## src/rtl/cons_uart_pkg.sv

```systemverilog
package cons_uart_pkg;
  localparam logic [2:0] OFF_DATA = 3'd0;
  localparam logic [2:0] OFF_IER  = 3'd1;
  localparam logic [2:0] OFF_IIR  = 3'd2;
  localparam logic [2:0] OFF_CMD  = 3'd3;
  localparam logic [2:0] OFF_STAT = 3'd5;

  localparam logic [7:0] CMD_INDIRECT = 8'h03;
  localparam logic [7:0] CMD_TXACK    = 8'h28;
  localparam logic [7:0] STAT_BASE    = 8'h64;
  localparam logic [7:0] IER_PROBE    = 8'h0F;
  localparam logic [7:0] SRC_TX       = 8'h10;
  localparam logic [7:0] SRC_RX       = 8'h20;
  localparam logic [7:0] FORM_FEED    = 8'h0C;
  localparam int         IER_TX_BIT   = 1;

  typedef struct packed {
    logic rdData;
    logic rdStatus;
    logic rdIer;
    logic rdIir;
    logic wrData;
    logic wrIer;
    logic indirect;
    logic txPend;
  } ctl_t;
endpackage

```

## src/rtl/cons_uart_ctl.sv

```systemverilog
module cons_uart_ctl
  import cons_uart_pkg::*;
#(
  parameter int TX_DELAY = 300
) (
  input  logic       clk,
  input  logic       rstN,
  input  logic       busSel,
  input  logic       busWr,
  input  logic [2:0] busAddr,
  input  logic [7:0] busWdata,
  input  logic       ierTxEn,
  output ctl_t       ctl,
  output logic       ackErr
);
  localparam int CNT_W = $clog2(TX_DELAY + 1);

  logic [7:0]       cmdReg;
  logic             txPend;
  logic             timerOn;
  logic [CNT_W-1:0] timerCnt;
  logic             rdAcc, wrAcc, wrCmd, timerFire;

  assign rdAcc = busSel && !busWr;
  assign wrAcc = busSel && busWr;
  assign wrCmd = wrAcc && (busAddr == OFF_CMD);
  assign timerFire = timerOn && (timerCnt == CNT_W'(1));

  always_comb begin
    ctl.rdData   = rdAcc && (busAddr == OFF_DATA);
    ctl.rdStatus = rdAcc && (busAddr == OFF_STAT);
    ctl.rdIer    = rdAcc && (busAddr == OFF_IER);
    ctl.rdIir    = rdAcc && (busAddr == OFF_IIR);
    ctl.wrData   = wrAcc && (busAddr == OFF_DATA);
    ctl.wrIer    = wrAcc && (busAddr == OFF_IER);
    ctl.indirect = (cmdReg == CMD_INDIRECT);
    ctl.txPend   = txPend;
  end

  always_ff @(posedge clk) begin
    if (!rstN) begin
      cmdReg   <= '0;
      txPend   <= 1'b0;
      timerOn  <= 1'b0;
      timerCnt <= '0;
      ackErr   <= 1'b0;
    end else begin
      ackErr <= 1'b0;
      if (timerOn) begin
        timerCnt <= timerCnt - CNT_W'(1);
        if (timerFire) begin
          timerOn <= 1'b0;
          if (ierTxEn) txPend <= 1'b1;
        end
      end
      if (ctl.wrData) begin
        txPend   <= 1'b0;
        timerOn  <= 1'b1;
        timerCnt <= CNT_W'(TX_DELAY);
      end
      if (ctl.wrIer) begin
        if (busWdata[IER_TX_BIT]) begin
          txPend <= 1'b1;
        end else begin
          txPend  <= 1'b0;
          timerOn <= 1'b0;
        end
      end
      if (wrCmd) begin
        cmdReg <= busWdata;
        if (busWdata == CMD_TXACK) begin
          if (txPend) txPend <= 1'b0;
          else        ackErr <= 1'b1;
        end
      end
      if (ctl.rdStatus && ctl.indirect) cmdReg <= '0;
    end
  end

  // enable write with the transmit bit raises pending
  p_ier_raise_r7: assert property (@(posedge clk) disable iff (!rstN)
    (busSel && busWr && busAddr == OFF_IER && busWdata[IER_TX_BIT]) |=> txPend);
  // enable write without it clears pending and cancels the delay
  p_ier_drop_r7: assert property (@(posedge clk) disable iff (!rstN)
    (busSel && busWr && busAddr == OFF_IER && !busWdata[IER_TX_BIT]) |=> (!txPend && !timerOn));
  // data write clears pending and starts the delay
  p_data_restart_r8: assert property (@(posedge clk) disable iff (!rstN)
    (busSel && busWr && busAddr == OFF_DATA) |=> (!txPend && timerOn));
  // a running counter stays inside its window
  p_timer_window_r8: assert property (@(posedge clk) disable iff (!rstN)
    timerOn |-> (timerCnt != '0 && timerCnt <= CNT_W'(TX_DELAY)));
  // acknowledge leaves nothing pending
  p_ack_clear_r5: assert property (@(posedge clk) disable iff (!rstN)
    (busSel && busWr && busAddr == OFF_CMD && busWdata == CMD_TXACK) |=> !txPend);
  // the error pulse only follows an acknowledge with nothing pending
  p_ack_err_r5: assert property (@(posedge clk) disable iff (!rstN)
    ackErr |-> ($past(!txPend) && !$past(ackErr)));
  // indirect mode is consumed by one status read
  p_indirect_once_r4: assert property (@(posedge clk) disable iff (!rstN)
    (busSel && !busWr && busAddr == OFF_STAT && cmdReg == CMD_INDIRECT) |=> !ctl.indirect);
endmodule

```

## src/rtl/cons_uart_dp.sv

```systemverilog
module cons_uart_dp
  import cons_uart_pkg::*;
(
  input  logic       clk,
  input  logic       rstN,
  input  ctl_t       ctl,
  input  logic [7:0] busWdata,
  input  logic       rxValid,
  input  logic [7:0] rxData,
  output logic [7:0] busRdata,
  output logic       rxTake,
  output logic       txValid,
  output logic [7:0] txData,
  output logic       irq,
  output logic       ierTxEn
);
  logic       rxHeld;
  logic [7:0] rxSlot;
  logic [7:0] ierReg;
  logic       rxPendNow, txPass;

  assign rxTake    = ctl.rdStatus && !rxHeld && rxValid;
  assign rxPendNow = rxHeld || rxTake;
  assign txPass    = !busWdata[7] && (busWdata != FORM_FEED);
  assign irq       = ctl.txPend || rxHeld;
  assign ierTxEn   = ierReg[IER_TX_BIT];

  always_ff @(posedge clk) begin
    if (!rstN) begin
      rxHeld  <= 1'b0;
      rxSlot  <= '0;
      ierReg  <= '0;
      txValid <= 1'b0;
      txData  <= '0;
    end else begin
      txValid <= 1'b0;
      if (rxTake) begin
        rxHeld <= 1'b1;
        rxSlot <= rxData;
      end
      if (ctl.rdData) rxHeld <= 1'b0;
      if (ctl.wrIer) ierReg <= busWdata;
      if (ctl.wrData && txPass) begin
        txValid <= 1'b1;
        txData  <= busWdata;
      end
    end
  end

  always_comb begin
    busRdata = '0;
    if (ctl.rdData) begin
      busRdata = rxSlot;
    end else if (ctl.rdIer) begin
      busRdata = (ierReg == IER_PROBE) ? IER_PROBE : 8'h00;
    end else if (ctl.rdIir) begin
      busRdata = {7'b0, !(ctl.txPend || rxHeld)};
    end else if (ctl.rdStatus) begin
      if (ctl.indirect)
        busRdata = ctl.txPend ? SRC_TX : (rxPendNow ? SRC_RX : 8'h00);
      else
        busRdata = STAT_BASE | {7'b0, rxPendNow};
    end
  end

  // filtered bytes never reach the transmit strobe
  p_tx_filter_r10: assert property (@(posedge clk) disable iff (!rstN)
    txValid |-> (!txData[7] && txData != FORM_FEED));
  // each strobe lasts one cycle per write
  p_tx_pulse_r10: assert property (@(posedge clk) disable iff (!rstN)
    txValid |-> $past(ctl.wrData));
  // a taken byte is held afterwards
  p_take_hold_r3: assert property (@(posedge clk) disable iff (!rstN)
    rxTake |=> rxHeld);
  // a data read empties the slot
  p_data_empty_r2: assert property (@(posedge clk) disable iff (!rstN)
    ctl.rdData |=> !rxHeld);
endmodule

```

## src/rtl/cons_uart_front.sv

```systemverilog
module cons_uart_front
  import cons_uart_pkg::*;
#(
  parameter int TX_DELAY = 300
) (
  input  logic       clk,
  input  logic       rstN,
  input  logic       busSel,
  input  logic       busWr,
  input  logic [2:0] busAddr,
  input  logic [7:0] busWdata,
  output logic [7:0] busRdata,
  input  logic       rxValid,
  input  logic [7:0] rxData,
  output logic       rxTake,
  output logic       txValid,
  output logic [7:0] txData,
  output logic       irq,
  output logic       ackErr
);
  ctl_t ctl;
  logic ierTxEn;

  cons_uart_ctl #(.TX_DELAY(TX_DELAY)) i_ctl (
    .clk(clk), .rstN(rstN), .busSel(busSel), .busWr(busWr),
    .busAddr(busAddr), .busWdata(busWdata), .ierTxEn(ierTxEn),
    .ctl(ctl), .ackErr(ackErr)
  );

  cons_uart_dp i_dp (
    .clk(clk), .rstN(rstN), .ctl(ctl), .busWdata(busWdata),
    .rxValid(rxValid), .rxData(rxData), .busRdata(busRdata),
    .rxTake(rxTake), .txValid(txValid), .txData(txData),
    .irq(irq), .ierTxEn(ierTxEn)
  );
endmodule

```

## config.mk

```make
export PLATFORM = sky130hd
export DESIGN_NAME = cons_uart_front
export DESIGN_NICKNAME = d
export VERILOG_FILES = /design/src/rtl/cons_uart_pkg.sv /design/src/rtl/cons_uart_ctl.sv /design/src/rtl/cons_uart_dp.sv /design/src/rtl/cons_uart_front.sv
export SDC_FILE = /design/constraint.sdc
export NUM_CORES = 1
export LEC_CHECK = 0
export BUFFER_PORTS_ARGS = -buffer_cell sky130_fd_sc_hd__buf_2
export CORE_MARGIN = 2
export CORE_UTILIZATION = 40
export CTS_BUF_LIST = sky130_fd_sc_hd__clkbuf_2 sky130_fd_sc_hd__clkbuf_4 sky130_fd_sc_hd__clkbuf_8
export CTS_CLUSTER_DIAMETER = 80
export CTS_CLUSTER_SIZE = 30
export DETAILED_ROUTE_END_ITERATION = 7
export PLACE_DENSITY_LB_ADDON = 0.3
export SLEW_MARGIN = 10
export SYNTH_ARGS = -nofsm -noshare
export SYNTH_HDL_FRONTEND = slang
export SYNTH_SLANG_ARGS = --single-unit
```

## constraint.sdc

```tcl
create_clock -name clk -period 1.66 [get_ports clk]
set_input_delay 0.332 -clock clk [delete_from_list [all_inputs] [get_ports clk]]
set_output_delay 0.332 -clock clk [all_outputs]
set_load 0.005 [all_outputs]
```

After elaboration in Yosys (flattened, before gate mapping)
Cells that the tools add are included.
- flip-flop bits (word level): 46
- input bits: 24
- add/subtract/negate cells: 1
- equality and inequality tests: 9
- mux-type cells: 26
- bitwise operators: 1
- reductions and logical operators: 27
- operators with widths (operator ; count):
    8-bit 2-to-1 mux ; 6
    9-bit 2-to-1 mux ; 2
    1-bit 2-to-1 mux ; 16
    1-bit logical AND ; 15
    9-bit by 1-bit == test with 1-bit output, second input constant ; 1
    9-bit by 1-bit subtractor with 9-bit output, second input constant ; 1
    8-bit by 2-bit == test with 1-bit output, second input constant ; 1
    8-bit by 4-bit == test with 1-bit output, second input constant ; 1
    8-bit by 6-bit == test with 1-bit output, second input constant ; 1
    8-bit by 4-bit != test with 1-bit output, second input constant ; 1
    3-bit by 2-bit == test with 1-bit output, second input constant ; 2
    6-bit 2-to-1 mux ; 1
    2-bit OR reduction ; 3
    1-bit logical NOT ; 4
    4-bit 2-to-1 mux ; 1
    3-bit by 1-bit == test with 1-bit output, second input constant ; 1
    3-bit == test, second input constant ; 1
    3-bit logical NOT ; 1
    3-bit AND reduction ; 1
    1-bit logical OR ; 2
    2-bit nonzero test ; 1
    1-bit inverter ; 1

Logic depth before layout (Yosys ltp)
Gate-level depths: netlist of the first run.
- depth after elaboration: 13
- mapped depth: 6

By module
Synthesis of the first run repeated with hierarchy kept, for this count alone.
- cells, all modules: 233
- area total of the unflattened synthesis: 2183.3 um^2
- by module, submodules not included (module ; times used ; cells each ; area each (um^2) ; seq. area each (um^2)):
    cons_uart_dp ; 1 ; 117 ; 1154.9 ; 520.5
    cons_uart_ctl ; 1 ; 116 ; 1028.5 ; 400.4

Worst setup path after synthesis of the first run
OpenSTA, ideal clock, no wires.
- path type: in2reg
- from: in busWdata[6]
- to: reg i_dp.txData[2]
- library setup time: 119 ps
- arrival time: 1535 ps
- data required time: 1541 ps
- slack: 6 ps
- stages on the path: 4
- path buffers: 0
- cells stage by stage: or4_4 nor3b_4 a311oi_4 o221a_1
- word-level cells in the longest chain between the ends: 3
- RTL lines (what ; RTL line ; source):
    start, declared ; cons_uart_front.sv:11 ; input logic [7:0] busWdata,
    8-bit by 4-bit != test with 1-bit output ; cons_uart_dp.sv:24 ; assign txPass = !busWdata[7] && (busWdata != FORM_FEED);
    1-bit logical AND ; cons_uart_dp.sv:24 ;
    1-bit logical AND ; cons_uart_dp.sv:43 ; if (ctl.wrData && txPass) begin
    end signal, assigned ; cons_uart_dp.sv:45 ; txData <= busWdata;
    end, declared ; cons_uart_dp.sv:13 ; output logic [7:0] txData,
No other way between the ends.
A chain may end at the register's enable or synchronous reset.

Worst setup path after layout of the first run
- from: in busWr
- to: out busRdata[0]
- word-level cells in the longest chain between the ends: 11
- RTL lines (what ; RTL line ; source):
    start, declared ; cons_uart_front.sv:9 ; input logic busWr,
    1-bit logical NOT * ; cons_uart_ctl.sv:24 ; assign rdAcc = busSel && !busWr;
    1-bit logical AND * ; cons_uart_ctl.sv:24 ;
    1-bit logical AND ; cons_uart_ctl.sv:31 ; ctl.rdStatus = rdAcc && (busAddr == OFF_STAT);
    1-bit logical AND (2 in a row) ; cons_uart_dp.sv:22 ; assign rxTake = ctl.rdStatus && !rxHeld && rxValid;
    1-bit logical OR ; cons_uart_dp.sv:23 ; assign rxPendNow = rxHeld || rxTake;
    8-bit 2-to-1 mux ; cons_uart_dp.sv:59 ; if (ctl.indirect)
    8-bit 2-to-1 mux ; cons_uart_dp.sv:58 ; end else if (ctl.rdStatus) begin
    8-bit 2-to-1 mux ; cons_uart_dp.sv:56 ; end else if (ctl.rdIir) begin
    8-bit 2-to-1 mux ; cons_uart_dp.sv:54 ; end else if (ctl.rdIer) begin
    8-bit 2-to-1 mux * ; cons_uart_dp.sv:52 ; if (ctl.rdData) begin
    end, declared ; cons_uart_front.sv:12 ; output logic [7:0] busRdata,
Every way passes the cells marked *; elsewhere a longest branch is shown, timed or not.

==> impl_metrics.yaml, run 1 <==
run_status:
  status: "finished with violations"
  violations: "setup timing"
pwr:
  seqPwrFrac_pct: 55.2
  power.internal_mw: 1.53
  pwr_density_cell_nw_per_um2: 711
  pwr-share-clk_pct: 33.8
  comb_power_share_pct: 11.1
  swShare_pct: 25.5
  p_leak_nw: 1.26
  power.switching_mw: 0.525
  vdd_drop_max_uv: 487
worst_setup_path:
  worstSetupPathType: "in2out"
  cp_max_fo: 3
  crit_arrival_ns: 1.52
  end_kind: "primary output"
  rrSetupSlack_ns: 0.14
  worst_setup_path_start_kind: "input port"
  cp.required_ns: 1.33
sta:
  layout_min_cycle_time_ns: 1.85
  hold_violations: 0
  post-route-period-util_pct: 112
  setup_tns_ns: -1.08
  finalSetupViolations: 7
  worstMarginPinSlew_ns: 0.454
  rsz0062_at_grt: "true"
  maxSlewHeadroom_pct: 69.5
  finalWorstSetupSlack_ns: -0.191
  drv_slew: 0
  fmax_mhz: 540
  finClkSkew_ns: 0.0138
logic_synthesis:
  synth_top_area_cell: "dfxtp_1"
  synth_top_family_by_area: "simple AND/OR/NAND/NOR gates"
  synth_warnings: 0
  syn_inst: 239
  synth_edf_count: 0
  avgSynthCellArea_um2: 8.68
  synth_seq_cells: 46
  netlist_area_um2: 2070
  synthAdderAreaFrac_pct: 1.21
  yosys.area.top_type_share_pct: 44.4
  yosysSeqAreaShare_pct: 44.4
  synth_nets: 265
  ys.flop_type: "dfxtp_1"
  synth.distinct_cells: 43
  yosys-top-cells-area: "dfxtp_1, nand2_1, mux2i_1"
  synth_xor_area_share_pct: 3.38
  yosys.area_share.simple_pct: 30.8
  synthArstFlopShare_pct: 0
  synth_mux_area_share_pct: 7.24
  synth-compound-area-share_pct: 9.89
cells_and_area:
  post-route-cell-area_um2: 2890
  fin_util_pct: 57.3
  area_growth_pct: 39.3
  instances_no_fill: 392
  nets: 347
  final_common_cell: "nand2_1"
  mostFrequentLayoutCells: "nand2_1, dfxtp_1, buf_2"
  fillers: 487
  antenna_cells: 0
  drive_gt1_share_pct: 37.9
clocking:
  cts_buffer_depth: 2
  ctsHoldBuffers: 0
  cts_max_level: 2
  numCtsBuffers: 5
  cts_sinks: 46
  cts-root-buf: "clkbuf_8"
  clock_latency_ns: 0.31
  cts_tree: "built"
  clk_pin_slew_ns: 0.09
grt:
  grt_overflow: 0
  grt_pass1_vias: 1935
  grt_pass1_wl_um: 8860
  use_met3_pct: 4.15
  grt_busiest_layer: "met2"
  grt_max_degree: 18
  grtUsageMet2_pct: 31.3
  track_usage_pct: 18.9
  use_met1_pct: 24.2
  antenna_found_initial: 0
hold_path:
  min_path_type: "in2reg"
route:
  wl_per_cell_um: 13.4
  vias: 1977
  drtIter0Drc: 98
  drt-total-wl_um: 5250
  first_pass_iters: 4
  via_per_inst: 5.04
  drcViolationCount: 0
  ant_nets: 0
floorplan:
  core_area_um2: 5040
  die_h_um: 76.0
  initial_core_util_pct: 41.1
  rows: 26
  ios: 44
  dieWidth_um: 76.0
  die_area_um2: 5780
placement:
  place_hpwl_um: 3810
  placed_area_um2: 2600
  place_worst_setup_slack_ns: -0.236
  routabilityCongestion: 0.802
  io_buffers: 43
  place_inst: 377
job:
  maxCapViolations: 0
==> synthesized netlist by cell type, types with 2 or more instances <==
| library cell | count |
|---|---|
| xnor2_1 | 3 |
| o21ai_0 | 9 |
| nor2b_1 | 2 |
| mux2i_1 | 15 |
| inv_1 | 5 |
| nor4b_1 | 5 |
| ha_1 | 2 |
| nand3_1 | 18 |
| a21oi_1 | 13 |
| nand2_1 | 45 |
| buf_2 | 3 |
| nor2_1 | 23 |
| nand4b_1 | 2 |
| xor2_1 | 5 |
| and2_1 | 2 |
| nand2b_1 | 4 |
| and4bb_2 | 2 |
| nor4_1 | 3 |
| dfxtp_1 | 46 |
| clkbuf_1 | 8 |
| or2_2 | 2 |
==> cell type report <==
class | count | area [um^2] | area share, %
multi-input cells | 177 | 1170 | 40.6
inverters | 5 | 18.8 | 0.650
clock buffers | 5 | 68.8 | 2.38
well taps | 70 | 87.6 | 3.03
flip-flops and latches | 46 | 926 | 32.0
repair buffers | 86 | 593 | 20.5
clock inverters | 3 | 21.3 | 0.736
==> timing repair <==
action,4_1_cts,5_1_grt
pin swaps,9,5
resized for setup,25,10
setup buffers,3,3
setup endpoints to repair,8,8
cloned,0,1
==> state kept, by name, indices dropped and copies added (netlist names) <==
name / flops
i_ctl.timerCnt: 9
i_ctl.cmdReg: 8
i_dp.ierReg: 8
i_dp.rxSlot: 8
i_dp.txData: 8
i_ctl.ackErr: 1
i_ctl.timerOn: 1
i_ctl.txPend: 1
i_dp.rxHeld: 1
i_dp.txValid: 1
==> per-stage QoR <==
step	power [mW]	hold WS, ns
6_report	2.05	0.233
5_1_grt	2.14	0.252
4_1_cts	2.06	0.232
3_5_place_dp	1.36	0.432
3_3_place_gp	1.36	0.416
2_1_floorplan	1.25	0.426
==> routing by layer <==
metal	wire, um	up-vias
li1	-	993
met3	232	5
met4	69	0
met1	2430	935
met2	2520	44
met5	0	-
==> kinds of logic after synthesis <==
family	Yosys count
AO/OA/AOI/OAI	31
AND/OR/NAND/NOR	121
adder cells (fa/ha/maj)	2
XOR/XNOR	8
buffers and inverters	16
multiplexers	15
flip-flops	46
==> path summary, 6_finish.rpt <==
kind,startpoint,to,cells after the start
worst min-delay path,rxData[4],i_dp.rxSlot[4]$_SDFFE_PN0P_,3
worst max-delay path,busWr,busRdata[0],6
worst max register to register,i_ctl.timerCnt[5]$_SDFFE_PN0P_,i_ctl.txPend$_SDFF_PN0_,4
worst min register to register,i_dp.txData[7]$_SDFFE_PN0P_,i_dp.txData[7]$_SDFFE_PN0P_,2
==> power by group through the flow <==
| stage | combinational (mW) | sequential [mW] | clock [mW] |
|---|---|---|---|
| after global routing | 0.250 | 1.14 | 0.752 |
| after CTS | 0.220 | 1.13 | 0.705 |
| after global placement | 0.199 | 1.16 | 0 |
| after detailed placement | 0.201 | 1.16 | 0 |
| final | 0.228 | 1.13 | 0.694 |
| after floorplan | 0.0915 | 1.15 | 0 |
==> critical path, stage by stage <==
cell	delay [ns]
buf_6	0.10
nand2b_1	0.18
or3b_4	0.39
or2_2	0.30
o2111ai_1	0.07
buf_2	0.14
No activity file was read; power rests on OpenSTA's default activity.
==> run 2, diff against run 1 <==
--- a/config.mk
+++ b/config.mk
@@ -5,6 +5,7 @@
 export SDC_FILE = /design/constraint.sdc
 export NUM_CORES = 1
 export LEC_CHECK = 0
+export ABC_AREA = 1
 export BUFFER_PORTS_ARGS = -buffer_cell sky130_fd_sc_hd__buf_2
 export CORE_MARGIN = 2
 export CORE_UTILIZATION = 40
==> run 2 against run 1 <==
Compared with the run above: via count unchanged; combinational power down 17%; clock power up 2%; synthesized cell count up 24%; critical path type is now reg2out; the run now ends clean.
==> impl_metrics.yaml, run 2 <==
worst_setup_path:
  cpMostUsedCell: "nor2_4"
  cp_num_buf_inv: 2
  slowest_stage: "dfxtp_2"
  crit_arrival_ns: 1.32
  worst_setup_path_start_kind: "flop"
  cp.required_ns: 1.33
  worstSetupPathType: "reg2out"
  end_kind: "primary output"
  cpPeakStageDelay_ns: 0.34
  cp_max_fo: 3
  crit_family: "simple AND/OR/NAND/NOR gates"
  crit_chain: "nand2_2 > nor2_4 > nand3_2 > nor2_4 > inv_2 > o211ai_1 > buf_2"
logic_synthesis:
  netlist_area_um2: 2160
  synth_warnings: 0
  synth_edf_count: 0
  synth_nets: 322
  yosys.area.top_type_share_pct: 42.5
  synth_top_area_cell: "dfxtp_1"
  syn_inst: 296
  synthArstFlopShare_pct: 0
  synth_commonest_cells: "nand2_1, dfxtp_1, nor2_1, inv_1, a21oi_1"
  yosysSeqAreaShare_pct: 42.5
  synth_most_common_cell: "nand2_1"
  yosys-top-cells-area: "dfxtp_1, nand2_1, nor2_1"
  ys.flop_type: "dfxtp_1"
  synth_seq_cells: 46
  synth.distinct_cells: 34
  avgSynthCellArea_um2: 7.31
sta:
  drv_slew: 0
  post-route-period-util_pct: 99.8
  fmax_mhz: 604
  hold_violations: 0
  finalSetupViolations: 0
  finClkSkew_ns: 0.00499
  layout_min_cycle_time_ns: 1.66
  rsz0062_at_grt: "true"
  worstMarginPinSlew_ns: 0.465
  maxSlewHeadroom_pct: 69.0
  holdWs_ns: 0.273
route:
  drcViolationCount: 0
  ant_nets: 0
  vias: 1977
  first_pass_iters: 4
  via_per_inst: 4.73
  wl_per_cell_um: 11.3
  drt-total-wl_um: 4710
  drtIter0Drc: 82
job:
  maxCapViolations: 0
cells_and_area:
  area_growth_pct: 23.3
  instances_no_fill: 418
  mostFrequentLayoutCells: "nand2_1, buf_2, dfxtp_1"
  nets: 373
  antenna_cells: 0
  largest-register: "i_ctl.timerCnt"
  drive_gt1_share_pct: 28.7
  final_common_cell: "nand2_1"
  largest_reg_flops: 9
placement:
  routabilityCongestion: 0.780
  io_buffers: 43
  place_inst: 408
  place_hpwl_um: 3460
floorplan:
  core_area_um2: 5170
  rows: 26
  ios: 44
  initial_core_util_pct: 41.8
  die_h_um: 77.6
  die_area_um2: 6020
  dieWidth_um: 77.6
grt:
  grt_pass1_vias: 1838
  grt_max_degree: 21
  grt_pass1_wl_um: 7920
  grt_overflow: 0
  track_usage_pct: 16.2
  antenna_found_initial: 0
clocking:
  cts-root-buf: "clkbuf_8"
  clk_pin_slew_ns: 0.09
  cts_buffer_depth: 2
  cts_tree: "built"
  numCtsBuffers: 5
  clock_latency_ns: 0.29
  cts_sinks: 46
  cts_max_level: 2
pwr:
  vdd_drop_max_uv: 360
  pwr_density_cell_nw_per_um2: 761
  p_leak_nw: 1.14
run_status:
  status: "finished, final reports clean"
hold_path:
  min_path_type: "in2reg"
## run 2: report_power, final
| part | internal [mW] | switching (mW) |
|---|---|---|
| logic | 0.0679 | 0.121 |
| registers | 1.12 | 0.0116 |
| clock network | 0.335 | 0.374 |
## run 2: worst paths after layout
check | start | to | slack [ns] | cells after the start
setup reg to reg | i_ctl.timerCnt[0]$_SDFFE_PP0P_ | i_ctl.timerCnt[8]$_SDFFE_PN0P_ | 0.31 | 7
hold / removal | rxData[5] | i_dp.rxSlot[5]$_SDFFE_PN0P_ | 0.27 | 3
hold reg to reg | i_dp.txData[7]$_SDFFE_PN0P_ | i_dp.txData[7]$_SDFFE_PN0P_ | 0.44 | 2
setup / recovery | i_dp.ierReg[2]$_SDFFE_PN0P_ | busRdata[2] | 0.003 | 7
## run 2: per-layer routing
metal,global-route usage (%),part of all wire [%]
met1,20.7,47
met2,26.1,47
met3,3.37,3.7
met4,7.50,1.8
met5,0,0
## run 2: worst min-delay path, cell delays in order
cell	delay (ns)
buf_2	0.08
o21ai_2	0.05
nor2_1	0.07
## run 2: per-stage QoR
stage / utilization, % / worst slack [ns] / setup TNS [ns] / power [mW] / cell area [um^2]
floorplan: - / 0.368 / 0 / 1.26 / 2160
global placement: 47.7 / 0.0257 / 0 / 1.34 / 2460
detailed placement: 47.7 / -0.00466 / -0.00466 / 1.34 / 2460
CTS: 50.2 / -0.0191 / -0.0382 / 2.06 / 2590
global route: 51.6 / -0.0802 / -0.241 / 2.13 / 2670
finish: 51.6 / 0.00347 / 0 / 2.03 / 2670
## run 2: timing repair
item,4_1_cts,5_1_grt
pin swaps,4,10
buffers inserted,1,1
setup endpoints to repair,7,8
gates resized for setup,12,17
hold buffers,0,0
## run 2: kinds of logic after synthesis
family | Yosys count | synth area share (%)
fa+ha+maj | 2 | 1.16
xor+xnor | 1 | 0.405
simple gates | 148 | 33.9
compound gates | 57 | 13.9
flops | 46 | 42.5
buf+inv | 42 | 8.09
## run 2: final cells by class
class	count	area [um^2]
Tap cell	70	87.6
Timing Repair Buffer	50	280
Clock buffer	6	82.6
Clock inverter	2	12.5
Sequential cell	46	930
Fill cell	515	2500
Inverter	36	135
Multi-Input combinational cell	208	1140
==> run 3, diff against run 2 <==
--- a/config.mk
+++ b/config.mk
@@ -10,10 +10,8 @@
 export CORE_MARGIN = 2
 export CORE_UTILIZATION = 40
 export CTS_BUF_LIST = sky130_fd_sc_hd__clkbuf_2 sky130_fd_sc_hd__clkbuf_4 sky130_fd_sc_hd__clkbuf_8
-export CTS_CLUSTER_DIAMETER = 80
 export CTS_CLUSTER_SIZE = 30
 export DETAILED_ROUTE_END_ITERATION = 7
-export PLACE_DENSITY_LB_ADDON = 0.3
 export SLEW_MARGIN = 10
 export SYNTH_ARGS = -nofsm -noshare
 export SYNTH_HDL_FRONTEND = slang
==> run 3 against run 2 <==
Compared with the run above: clock skew about the same; total power up 7.1%; sequential share of layout area down 0.063 points; critical path depth down 1; critical path type unchanged; largest power group unchanged.
==> impl_metrics.yaml, run 3 (synthesized netlist as in run 2, its figures left out) <==
run_status:
  status: "finished, final reports clean"
worst_setup_path:
  cp.required_ns: 1.33
  reg2reg_depth: 7
  worstSetupPathType: "reg2out"
  cp_max_fo: 3
  crit_arrival_ns: 1.33
  end_kind: "primary output"
  worst_setup_path_start_kind: "flop"
floorplan:
  initial_core_util_pct: 41.8
  ios: 44
  rows: 26
  dieWidth_um: 77.6
  die_area_um2: 6020
  die_h_um: 77.6
  core_area_um2: 5170
route:
  drtIter0Drc: 64
  vias: 1967
  wl_per_cell_um: 11.5
  ant_nets: 0
  drt-total-wl_um: 4830
  drcViolationCount: 0
  via_per_inst: 4.69
  first_pass_iters: 4
sta:
  setup_tns_ns: 0
  holdWs_ns: 0.262
  finClkSkew_ns: 0.00510
  finalSetupViolations: 0
  post-route-period-util_pct: 99.9
  maxSlewHeadroom_pct: 67.7
  worstMarginPinSlew_ns: 0.484
  drv_slew: 0
  layout_min_cycle_time_ns: 1.66
  fmax_mhz: 603
  hold_violations: 0
  rsz0062_at_grt: "true"
clocking:
  cts_max_level: 2
  cts-root-buf: "clkbuf_8"
  cts_buffer_depth: 2
  clk_pin_slew_ns: 0.09
  clock_latency_ns: 0.30
  ctsHoldBuffers: 0
  cts_sinks: 46
  cts_tree: "built"
  numCtsBuffers: 5
cells_and_area:
  fin_util_pct: 51.6
  final_common_cell: "nand2_1"
  nets: 374
  area_growth_pct: 23.4
  instances_no_fill: 419
  largest_reg_flops: 9
  largest-register: "i_ctl.timerCnt"
  antenna_cells: 0
  drive_gt1_share_pct: 28.4
  mostFrequentLayoutCells: "nand2_1, buf_2, dfxtp_1"
hold_path:
  hold_depth: 3
  min_path_type: "in2reg"
pwr:
  p_leak_nw: 1.16
  pwr_density_cell_nw_per_um2: 815
  vdd_drop_max_uv: 509
  power.total_mw: 2.17
grt:
  grt_overflow: 0
  track_usage_pct: 16.9
  grt_pass1_wl_um: 8200
  grt_pass1_vias: 1880
  antenna_found_initial: 0
  grt_max_degree: 21
placement:
  place_inst: 409
  io_buffers: 43
  routabilityCongestion: 0.753
  place_hpwl_um: 3560
job:
  maxCapViolations: 0
==> run 3: cell type report <==
class                   instances  area, um^2
fillers                       536        2500
multi-input cells             208        1130
flip-flops and latches         46         928
repair buffers                 51         275
inverters                      36         135
well taps                      70        87.6
clock buffers                   6        76.3
clock inverters                 2        37.5
==> run 3: path summary, 6_finish.rpt <==
check                                      start                              to  slack, ns
setup / recovery    i_ctl.cmdReg[3]$_SDFFE_PP0P_                     busRdata[0]      0.002
hold / removal                         rxData[5]     i_dp.rxSlot[5]$_SDFFE_PN0P_       0.26
setup reg to reg  i_ctl.timerCnt[0]$_SDFFE_PP0P_  i_ctl.timerCnt[8]$_SDFFE_PN0P_       0.29
hold reg to reg      i_dp.txData[7]$_SDFFE_PN0P_     i_dp.txData[7]$_SDFFE_PN0P_       0.44
==> run 3: timing repair <==
action	CTS	global route
setup buffers	1	1
setup endpoints to repair	7	8
pin swaps	4	7
resized for setup	14	10
==> run 3: routing by layer <==
layer  wire (um)  vias to the layer above  global-route usage (%)
li1            -                     1058                       -
met1        2290                      874                    20.3
met2        2270                       30                    29.1
met3         211                        5                    4.53
met4          54                        0                    5.36
met5           0                        -                       0
==> run 3: worst max-delay path, cell delays in order, from the launching register on <==
cell and delay, ns:
dfxtp_2 0.33, nor2_2 0.12, nand3_2 0.12, nor2_2 0.13
nand3b_1 0.13, nand3_1 0.06, buf_2 0.13
==> run 3: metrics by stage <==
step                cell area [um^2]  setup slack [ns]
detailed placement              2470            0.0366
global route                    2670           -0.0949
CTS                             2630           -0.0250
floorplan                       2160             0.368
global placement                2470            0.0379
finish                          2670           0.00244
==> run 3: where the power goes <==
part | switching [mW] | internal, mW
logic | 0.122 | 0.0675
registers | 0.0109 | 1.12
clock network | 0.387 | 0.466
total | 0.519 | 1.66
